==> src/rtl/rxq_pkg.sv <==
package rxq_pkg;
  // Register addresses decoded by the strobe interface
  typedef enum logic [1:0] {
    RXQ_DATA = 2'd0,
    RXQ_STAT = 2'd1,
    RXQ_MASK = 2'd2,
    RXQ_CLR  = 2'd3
  } rxq_reg_e;

  // Status bit positions (also used by mask and clear registers)
  localparam int ST_FULL  = 0;
  localparam int ST_EMPTY = 1;
  localparam int ST_THR   = 2;
  localparam int ST_AVAIL = 3;
  localparam int ST_OVR   = 4;
  localparam int NFLAGS   = 5;
endpackage

==> src/rtl/rxq_storage.sv <==
module rxq_storage #(
  parameter int WIDTH = 32,
  parameter int DEPTH = 32,
  localparam int AW = $clog2(DEPTH),
  localparam int CW = $clog2(DEPTH + 1)
) (
  input  logic             clk,
  input  logic             rst_n,
  input  logic             push,
  input  logic             pop,
  input  logic [WIDTH-1:0] wdata,
  output logic [WIDTH-1:0] head,
  output logic [CW-1:0]    count
);
  logic [WIDTH-1:0] mem [DEPTH];
  logic [AW-1:0]    wr_ptr;
  logic [AW-1:0]    rd_ptr;

  function automatic logic [AW-1:0] step_ptr(input logic [AW-1:0] p);
    return (p == AW'(DEPTH - 1)) ? '0 : p + 1'b1;
  endfunction

  always_ff @(posedge clk or negedge rst_n) begin
    if (!rst_n) begin
      wr_ptr <= '0;
      rd_ptr <= '0;
      count  <= '0;
    end else begin
      if (push) wr_ptr <= step_ptr(wr_ptr);
      if (pop)  rd_ptr <= step_ptr(rd_ptr);
      case ({push, pop})
        2'b10:   count <= count + 1'b1;
        2'b01:   count <= count - 1'b1;
        default: count <= count;
      endcase
    end
  end

  always_ff @(posedge clk) begin
    if (push) mem[wr_ptr] <= wdata;
  end

  assign head = mem[rd_ptr];


  no_overflow_chk: assert property (@(posedge clk) disable iff (!rst_n)
    push |-> (count < CW'(DEPTH)));


  no_underflow_chk: assert property (@(posedge clk) disable iff (!rst_n)
    pop |-> (count != '0));


  push_pop_hold_chk: assert property (@(posedge clk) disable iff (!rst_n)
    (push && pop) |=> (count == $past(count)));
endmodule

==> src/rtl/rxq_flags.sv <==
module rxq_flags
  import rxq_pkg::*;
#(
  parameter int DEPTH  = 32,
  parameter int THRESH = 8,
  localparam int CW = $clog2(DEPTH + 1)
) (
  input  logic              clk,
  input  logic              rst_n,
  input  logic [CW-1:0]     count,
  input  logic              drop,
  input  logic              clr_ovr,
  input  logic [NFLAGS-1:0] mask,
  output logic [NFLAGS-1:0] flags,
  output logic              irq
);
  logic ovr_q;
  logic irq_q;

  // Set has priority over clear
  always_ff @(posedge clk or negedge rst_n) begin
    if (!rst_n)       ovr_q <= 1'b0;
    else if (drop)    ovr_q <= 1'b1;
    else if (clr_ovr) ovr_q <= 1'b0;
  end

  always_comb begin
    flags           = '0;
    flags[ST_FULL]  = (count == CW'(DEPTH));
    flags[ST_EMPTY] = (count == '0);
    flags[ST_THR]   = (count >= CW'(THRESH));
    flags[ST_AVAIL] = (count != '0);
    flags[ST_OVR]   = ovr_q;
  end

  always_ff @(posedge clk or negedge rst_n) begin
    if (!rst_n) irq_q <= 1'b0;
    else        irq_q <= |(flags & mask);
  end

  assign irq = irq_q;


  ovr_set_chk: assert property (@(posedge clk) disable iff (!rst_n)
    drop |=> flags[ST_OVR]);


  ovr_hold_chk: assert property (@(posedge clk) disable iff (!rst_n)
    (flags[ST_OVR] && !clr_ovr) |=> flags[ST_OVR]);


  irq_source_chk: assert property (@(posedge clk) disable iff (!rst_n)
    $rose(irq) |-> ($past(mask) != '0));
endmodule

==> src/rtl/rxq_regs.sv <==
module rxq_regs
  import rxq_pkg::*;
#(
  parameter int WIDTH = 32
) (
  input  logic              clk,
  input  logic              rst_n,
  input  logic              reg_wr,
  input  logic              reg_rd,
  input  logic [1:0]        reg_addr,
  input  logic [WIDTH-1:0]  reg_wdata,
  input  logic [WIDTH-1:0]  head,
  input  logic [NFLAGS-1:0] flags,
  output logic [NFLAGS-1:0] mask,
  output logic              pop,
  output logic              clr_ovr,
  output logic [WIDTH-1:0]  reg_rdata
);
  rxq_reg_e sel;
  assign sel = rxq_reg_e'(reg_addr);

  always_ff @(posedge clk or negedge rst_n) begin
    if (!rst_n)                           mask <= '0;
    else if (reg_wr && sel == RXQ_MASK)   mask <= reg_wdata[NFLAGS-1:0];
  end

  assign pop     = reg_rd && (sel == RXQ_DATA) && flags[ST_AVAIL];
  assign clr_ovr = reg_wr && (sel == RXQ_CLR) && reg_wdata[ST_OVR];

  always_comb begin
    case (sel)
      RXQ_DATA: reg_rdata = flags[ST_AVAIL] ? head : '0;
      RXQ_STAT: reg_rdata = WIDTH'(flags);
      RXQ_MASK: reg_rdata = WIDTH'(mask);
      default:  reg_rdata = '0;
    endcase
  end


  empty_read_zero_chk: assert property (@(posedge clk) disable iff (!rst_n)
    (reg_rd && sel == RXQ_DATA && flags[ST_EMPTY]) |-> (reg_rdata == '0 && !pop));


  mask_write_chk: assert property (@(posedge clk) disable iff (!rst_n)
    (reg_wr && sel == RXQ_MASK) |=> (mask == $past(reg_wdata[NFLAGS-1:0])));
endmodule

==> src/rtl/rx_word_queue.sv <==
module rx_word_queue
  import rxq_pkg::*;
#(
  parameter int WIDTH  = 32,
  parameter int DEPTH  = 32,
  parameter int THRESH = 8,
  localparam int CW = $clog2(DEPTH + 1)
) (
  input  logic             clk,
  input  logic             rst_n,
  input  logic             in_valid,
  output logic             in_ready,
  input  logic [WIDTH-1:0] in_data,
  input  logic             reg_wr,
  input  logic             reg_rd,
  input  logic [1:0]       reg_addr,
  input  logic [WIDTH-1:0] reg_wdata,
  output logic [WIDTH-1:0] reg_rdata,
  output logic             dma_req,
  output logic             irq
);
  logic [CW-1:0]     count;
  logic [WIDTH-1:0]  head;
  logic [NFLAGS-1:0] flags;
  logic [NFLAGS-1:0] mask;
  logic              push, pop, drop, clr_ovr;

  assign in_ready = !flags[ST_FULL];
  assign push     = in_valid && in_ready;
  assign drop     = in_valid && !in_ready;
  assign dma_req  = flags[ST_THR];

  rxq_storage #(.WIDTH(WIDTH), .DEPTH(DEPTH)) u_store (
    .clk(clk), .rst_n(rst_n), .push(push), .pop(pop),
    .wdata(in_data), .head(head), .count(count)
  );

  rxq_flags #(.DEPTH(DEPTH), .THRESH(THRESH)) u_flags (
    .clk(clk), .rst_n(rst_n), .count(count), .drop(drop),
    .clr_ovr(clr_ovr), .mask(mask), .flags(flags), .irq(irq)
  );

  rxq_regs #(.WIDTH(WIDTH)) u_regs (
    .clk(clk), .rst_n(rst_n), .reg_wr(reg_wr), .reg_rd(reg_rd),
    .reg_addr(reg_addr), .reg_wdata(reg_wdata), .head(head),
    .flags(flags), .mask(mask), .pop(pop), .clr_ovr(clr_ovr),
    .reg_rdata(reg_rdata)
  );


  drop_stays_full_chk: assert property (@(posedge clk) disable iff (!rst_n)
    (drop && !pop) |=> !in_ready);
endmodule

==> config.mk <==
export PLATFORM = sky130hd
export DESIGN_NAME = rx_word_queue
export DESIGN_NICKNAME = d
export VERILOG_FILES = /design/src/rtl/rxq_pkg.sv /design/src/rtl/rxq_storage.sv /design/src/rtl/rxq_flags.sv /design/src/rtl/rxq_regs.sv /design/src/rtl/rx_word_queue.sv
export SDC_FILE = /design/constraint.sdc
export NUM_CORES = 1
export LEC_CHECK = 0
export ABC_CLOCK_PERIOD_IN_PS = 9420
export CAP_MARGIN = 15
export CORE_MARGIN = 3
export CORE_UTILIZATION = 51
export DETAILED_ROUTE_END_ITERATION = 10
export PLACE_DENSITY = 0.68
export SYNTH_ARGS = -nofsm -noshare
export SYNTH_HDL_FRONTEND = slang
export SYNTH_SLANG_ARGS = --single-unit
==> constraint.sdc <==
create_clock -name clk -period 9.42 [get_ports clk]
set_input_delay 0.942 -clock clk [delete_from_list [all_inputs] [get_ports clk]]
set_output_delay 0.942 -clock clk [all_outputs]
set_load 0.05 [all_outputs]
Yosys cells after proc, flatten, opt, wreduce, memory -nomap -nowiden
Memory sizes are Yosys's and may differ from the RTL's.
Index checks and enable logic that the tools add are counted.

storage, ports and cells
  register bits after elaboration = 23
  RAM bits = 1,024
  input bits = 71
  output and inout bits = 35
  word-level logic and storage cells = 44
  memories = 1

cells by class
  $add $sub $neg = 4
  order comparisons = 1
  eq/ne operators = 8
  mux-type cells = 9
  bitwise operators = 1
  reduce and logical (&&, ||, !) cells = 14

memory list
  name         words  bits a word  read ports  clocked after memory_dff  write ports  line               source
  u_store.mem  32     32           1           0                         1            rxq_storage.sv:15  logic [WIDTH-1:0] mem [DEPTH];

operators with widths
  kind                   number
  $pmux W32 S3           1
  $mux W32               1
  $pmux W6 S2            1
  $add A5 B1 Y5 const B  2
  $eq A5 B5 Y1 const B   2
  $mux W5                2
  $logic_and A1 B1 Y1    7
  $add A6 B1 Y6 const B  1
  $eq A2 B2 Y1 const B   3
  $eq A6 B6 Y1 const B   1
  $ge A6 B4 Y1 const B   1
  $logic_not A6 Y1       1
  $reduce_bool A6 Y1     1
  $sub A6 B1 Y6 const B  1
  $and A5 B5 Y5          1
  $reduce_or A5 Y1       1
  $eq A2 B1 Y1 const B   2
  $mux W1                4
  $reduce_bool A2 Y1     2
  $logic_not A2 Y1       1
  $logic_not A1 Y1       1

Longest topological paths before layout
  depth in word-level cells = 5
  gate-level depth with buffers = 14
  depth with buffers taken out = 12

Cells and area by module
Synthesis repeated with hierarchy kept, for this count alone.

second synthesis, totals
  cell total of the unflattened synthesis = 2,406
  area, all modules = 41,328.4 sq um

by module, submodules not included
  module         instances  cells an instance  area an instance (sq um)  seq. area each (sq um)
  rxq_storage    1          2,326              40,578.9                  31,149.9
  rxq_regs       1          61                 580.6                     125.1
  rxq_flags      1          16                 152.6                     50.0
  rx_word_queue  1          3                  16.3                      0.0

Worst setup path after synthesis
OpenSTA, ideal clock, no wires.

  kind = register to output
  start point = reg u_store.rd_ptr[2]
  end point = out reg_rdata[4]
  arrival time = 2.701 ns
  data required time = 8.478 ns
  setup slack = 5.777 ns
  stages on the path, launching flop included = 8
  buffers on the path = 4
  cell sequence = dfrtp_1 > buf_2 > buf_2 > buf_2 > clkbuf_1 > mux2i_1 > nor2_1 > o31ai_1

on the way
  cells in the longest elaborated chain, start to end = 3

ends and longest elaborated chain
  what                      line                 source
  start: declaration        rxq_storage.sv:17    logic [AW-1:0] rd_ptr;
  start signal: assignment  rxq_storage.sv:30    if (pop) rd_ptr <= step_ptr(rd_ptr);
  $mem_v2 Z32 W32           n/a
  $mux W32                  rxq_regs.sv:32       RXQ_DATA: reg_rdata = flags[ST_AVAIL] ? head : '0;
  $pmux W32 S3              rxq_regs.sv:31       case (sel)
  end: declaration          rx_word_queue.sv:18  output logic [WIDTH-1:0] reg_rdata,

No other way between the ends.

Worst setup path in the final report
  start point = reg u_store.rd_ptr[1]
  end point = out reg_rdata[27]

The elaborated chain is that of the path after synthesis.

==> run metrics <==
status=finished, final reports clean; DR WL/cell=29.71 um; max_slew headroom=0.2758; layout cells sized above 1=0.2808; RSZ-0062 raised after global routing=no; Tmin final=5.313 ns; Crit Path Class=reg -> out; FF-to-FF path depth=6; Most common cell on crit path=mux4_2; Clock transition at path regs=approximately 0.070 ns; Worst Skew=0.03359 ns; Multi-input gate area=8716 sq um; CTS tree=yes; Post-synth EDFFs=1024; Least-Margin Pin Slew=1.083 ns; critical path peak fanout=58; postcts setup bufs=0; crit path max-delay cell type=clkdlybuf4s50_1; clk_lat worst skew=0.67 ns; sequential share of power=0.459; Max stage delay on crit path=roughly 0.91 ns; WP depth=6; cell taking the most area after synthesis=edfxtp_1; Die Span Y=288.1 um; DRT iter0 DRCs=2132; Synth Cell Area=between 40000 and 50000 sq um; Routed Antenna Nets=0; gpl congestion=between 0.7 and 0.8; fin crit share=0.5640; initial antenna violation count=0; Sw Ratio=0.2697; crit path launch type=register; # fillers=5494; Die W=288.1 um; synthesized flop and latch total=approximately 1000; clock share of power=0.328; Vias=18573; CP cell instances=buf_4 > mux4_2 > mux4_2 > inv_1 > o22ai_1 > clkdlybuf4s50_1; ys flop type=edfxtp_1; Ant. Diodes=0; Remaining DRCs=0; post-synthesis sequential area ratio=0.7717; cts bufs inserted=approximately 100; starting density of the core=0.5197; clk buf depth=3; Syn Inst Count=1735; drt first pass iters=5; Max Clock Freq=approximately 190 MHz; clk sink count=1047; VDD IR-drop max=0.0002597 V; Power Density=around 260 nW/um^2; commonest non-fill, non-tap cell in the layout=edfxtp_1; async set or reset register ratio after synthesis=0.02197; Logic pwr share=0.213; P_leak=between 10 and 15 nW; Max-Cap Viols=0; CP Data Required Time=8.48 ns; Largest delay share family, worst path=buffers and inverters; Mapped Nets=1816; syn avg cell area=between 20 and 25 sq um; top cells by area, synth=edfxtp_1, mux4_2, dfrtp_1, buf_6, inv_1; WL final=89110 um; Nets=just under 2000; num rows=102; Via density=slightly above 6; # setup viols final=0; NetSw=3.274 mW; HPWL Detailed=44800 um; H-tree depth=3; Cell variety after synth=50; Yosys top cell area share=0.7575; largest net degree at the start of global routing=~110; Pint=~8.9 mW; Worst EP arrival=4.37 ns; Hold Vio Cnt, Final=0; number of buffers and inverters on the critical path=3; post_cts resized=0; Power Total=between 10 and 15 mW; # hold bufs at CTS=0; number of global-route vias before repair=19033; I/O Pins=106; synth warn=0; Std-Cell Core Area=about 80000 sq um; setup TNS=0 ns; port bufs=78; clk root buf=clkbuf_16; fin. max-slew vios=0; Critical Path End Type=output pin; end-of-flow core utilization=0.5892; Area growth syn-to-layout=13.37%; GRT overflow=0; die footprint=83020 sq um; Global Route Usage Sum=0.2202; register area=between 30000 and 40000 sq um; min-delay worst type=in -> async; first-pass GRT wire length=between 100000 and 150000 um; most frequent cells in the layout=edfxtp_1, mux4_2, clkbuf_16
[flip-flops by register name, summed over array words and instances, names as in the netlist]
register        flops
u_flags.ovr_q       1
u_store.wr_ptr      5
u_store.count       6
u_store.mem      1024
u_store.rd_ptr      5
u_regs.mask         5
u_flags.irq         1
[per-stage QoR]
stage | instance area (sq um) | hold slack, ns | setup slack, ns | cells
final | 46020 | 0.4890 | 4.107 | 2999
after global routing | 46020 | 0.4829 | 3.884 | 2999
after CTS | 46010 | 0.5306 | 4.012 | 2998
after detailed placement | 42730 | 0.5158 | 4.484 | 2806
after global placement | 42730 | 0.5060 | 4.494 | 2806
after floorplan | 40590 | 0.4803 | 5.777 | 1735
[layer usage]
metal | track usage | vias to the layer above | part of all wire
met1 | 0.3179 | 9983 | 0.41
met2 | 0.3484 | 818 | 0.49
met4 | 0.06256 | 0 | 0.022
met3 | 0.04386 | 132 | 0.080
li1 | - | 7640 | -
met5 | 0 | - | 0
[final timing paths]
kind                                               start                            end  slack (ns)
setup / recovery           u_store.rd_ptr[1]$_DFFE_PN0P_                  reg_rdata[27]        4.11
hold / removal                                     rst_n   u_store.count[2]$_DFFE_PN0P_        0.49
setup reg to reg            u_store.count[1]$_DFFE_PN0P_   u_store.mem[5][10]$_DFFE_PP_        5.55
hold reg to reg               u_regs.mask[3]$_DFFE_PN0P_          u_flags.irq$_DFF_PN0_        0.53
max in group asynchronous                          rst_n  u_store.rd_ptr[0]$_DFFE_PN0P_        8.51
min in group clk              u_regs.mask[3]$_DFFE_PN0P_          u_flags.irq$_DFF_PN0_        0.53
[worst reg2reg max path: cells and delay by family, from the launching register on]
family / cells / cell delay [ns]
buffers and inverters: 1 / 0.51
flip-flops: 1 / 0.48
AND/OR/NAND/NOR: 5 / 2.52
[cell type report]
type / count / share of cell area
sequential: 1047 / 0.6810
multi-input combinational: 538 / 0.1894
clock buffer: 126 / 0.05834
tap: 1040 / 0.02827
timing repair buffer: 123 / 0.02528
clock inverter: 66 / 0.01294
inverter: 59 / 0.004812
[cell usage after synthesis, drive strengths merged, types with 3 or more instances]
cell type  number
edfxtp       1024
mux4          309
buf            63
inv            51
nor2           45
clkbuf         28
o22ai          27
dfrtp          23
nand2          22
mux2i          15
nand3b         11
ha             10
nor2b          10
nand3           9
o21ai           9
clkinv          8
mux2            8
a211oi          7
a211o           6
xor2            6
a21oi           5
or3             5
a22oi           4
nand2b          3
nor3            3
o31ai           3
[power by group through the flow]
stage / combinational, mW / clock, mW / sequential [mW]
after floorplan: 2.02 / 0 / 5.53
after global placement: 2.59 / 0 / 5.65
after detailed placement: 2.62 / 0 / 5.67
after CTS: 2.63 / 4.05 / 5.57
after global routing: 2.77 / 4.23 / 5.60
final: 2.59 / 3.98 / 5.57
[cells by family after synthesis]
family,synth area share
flops,0.7717
mux,0.1774
buf+inv,0.01954
simple gates,0.01427
compound gates,0.01236
fa+ha+maj,0.003082
xor+xnor,0.001726
Power figures use the tool's default switching activity.
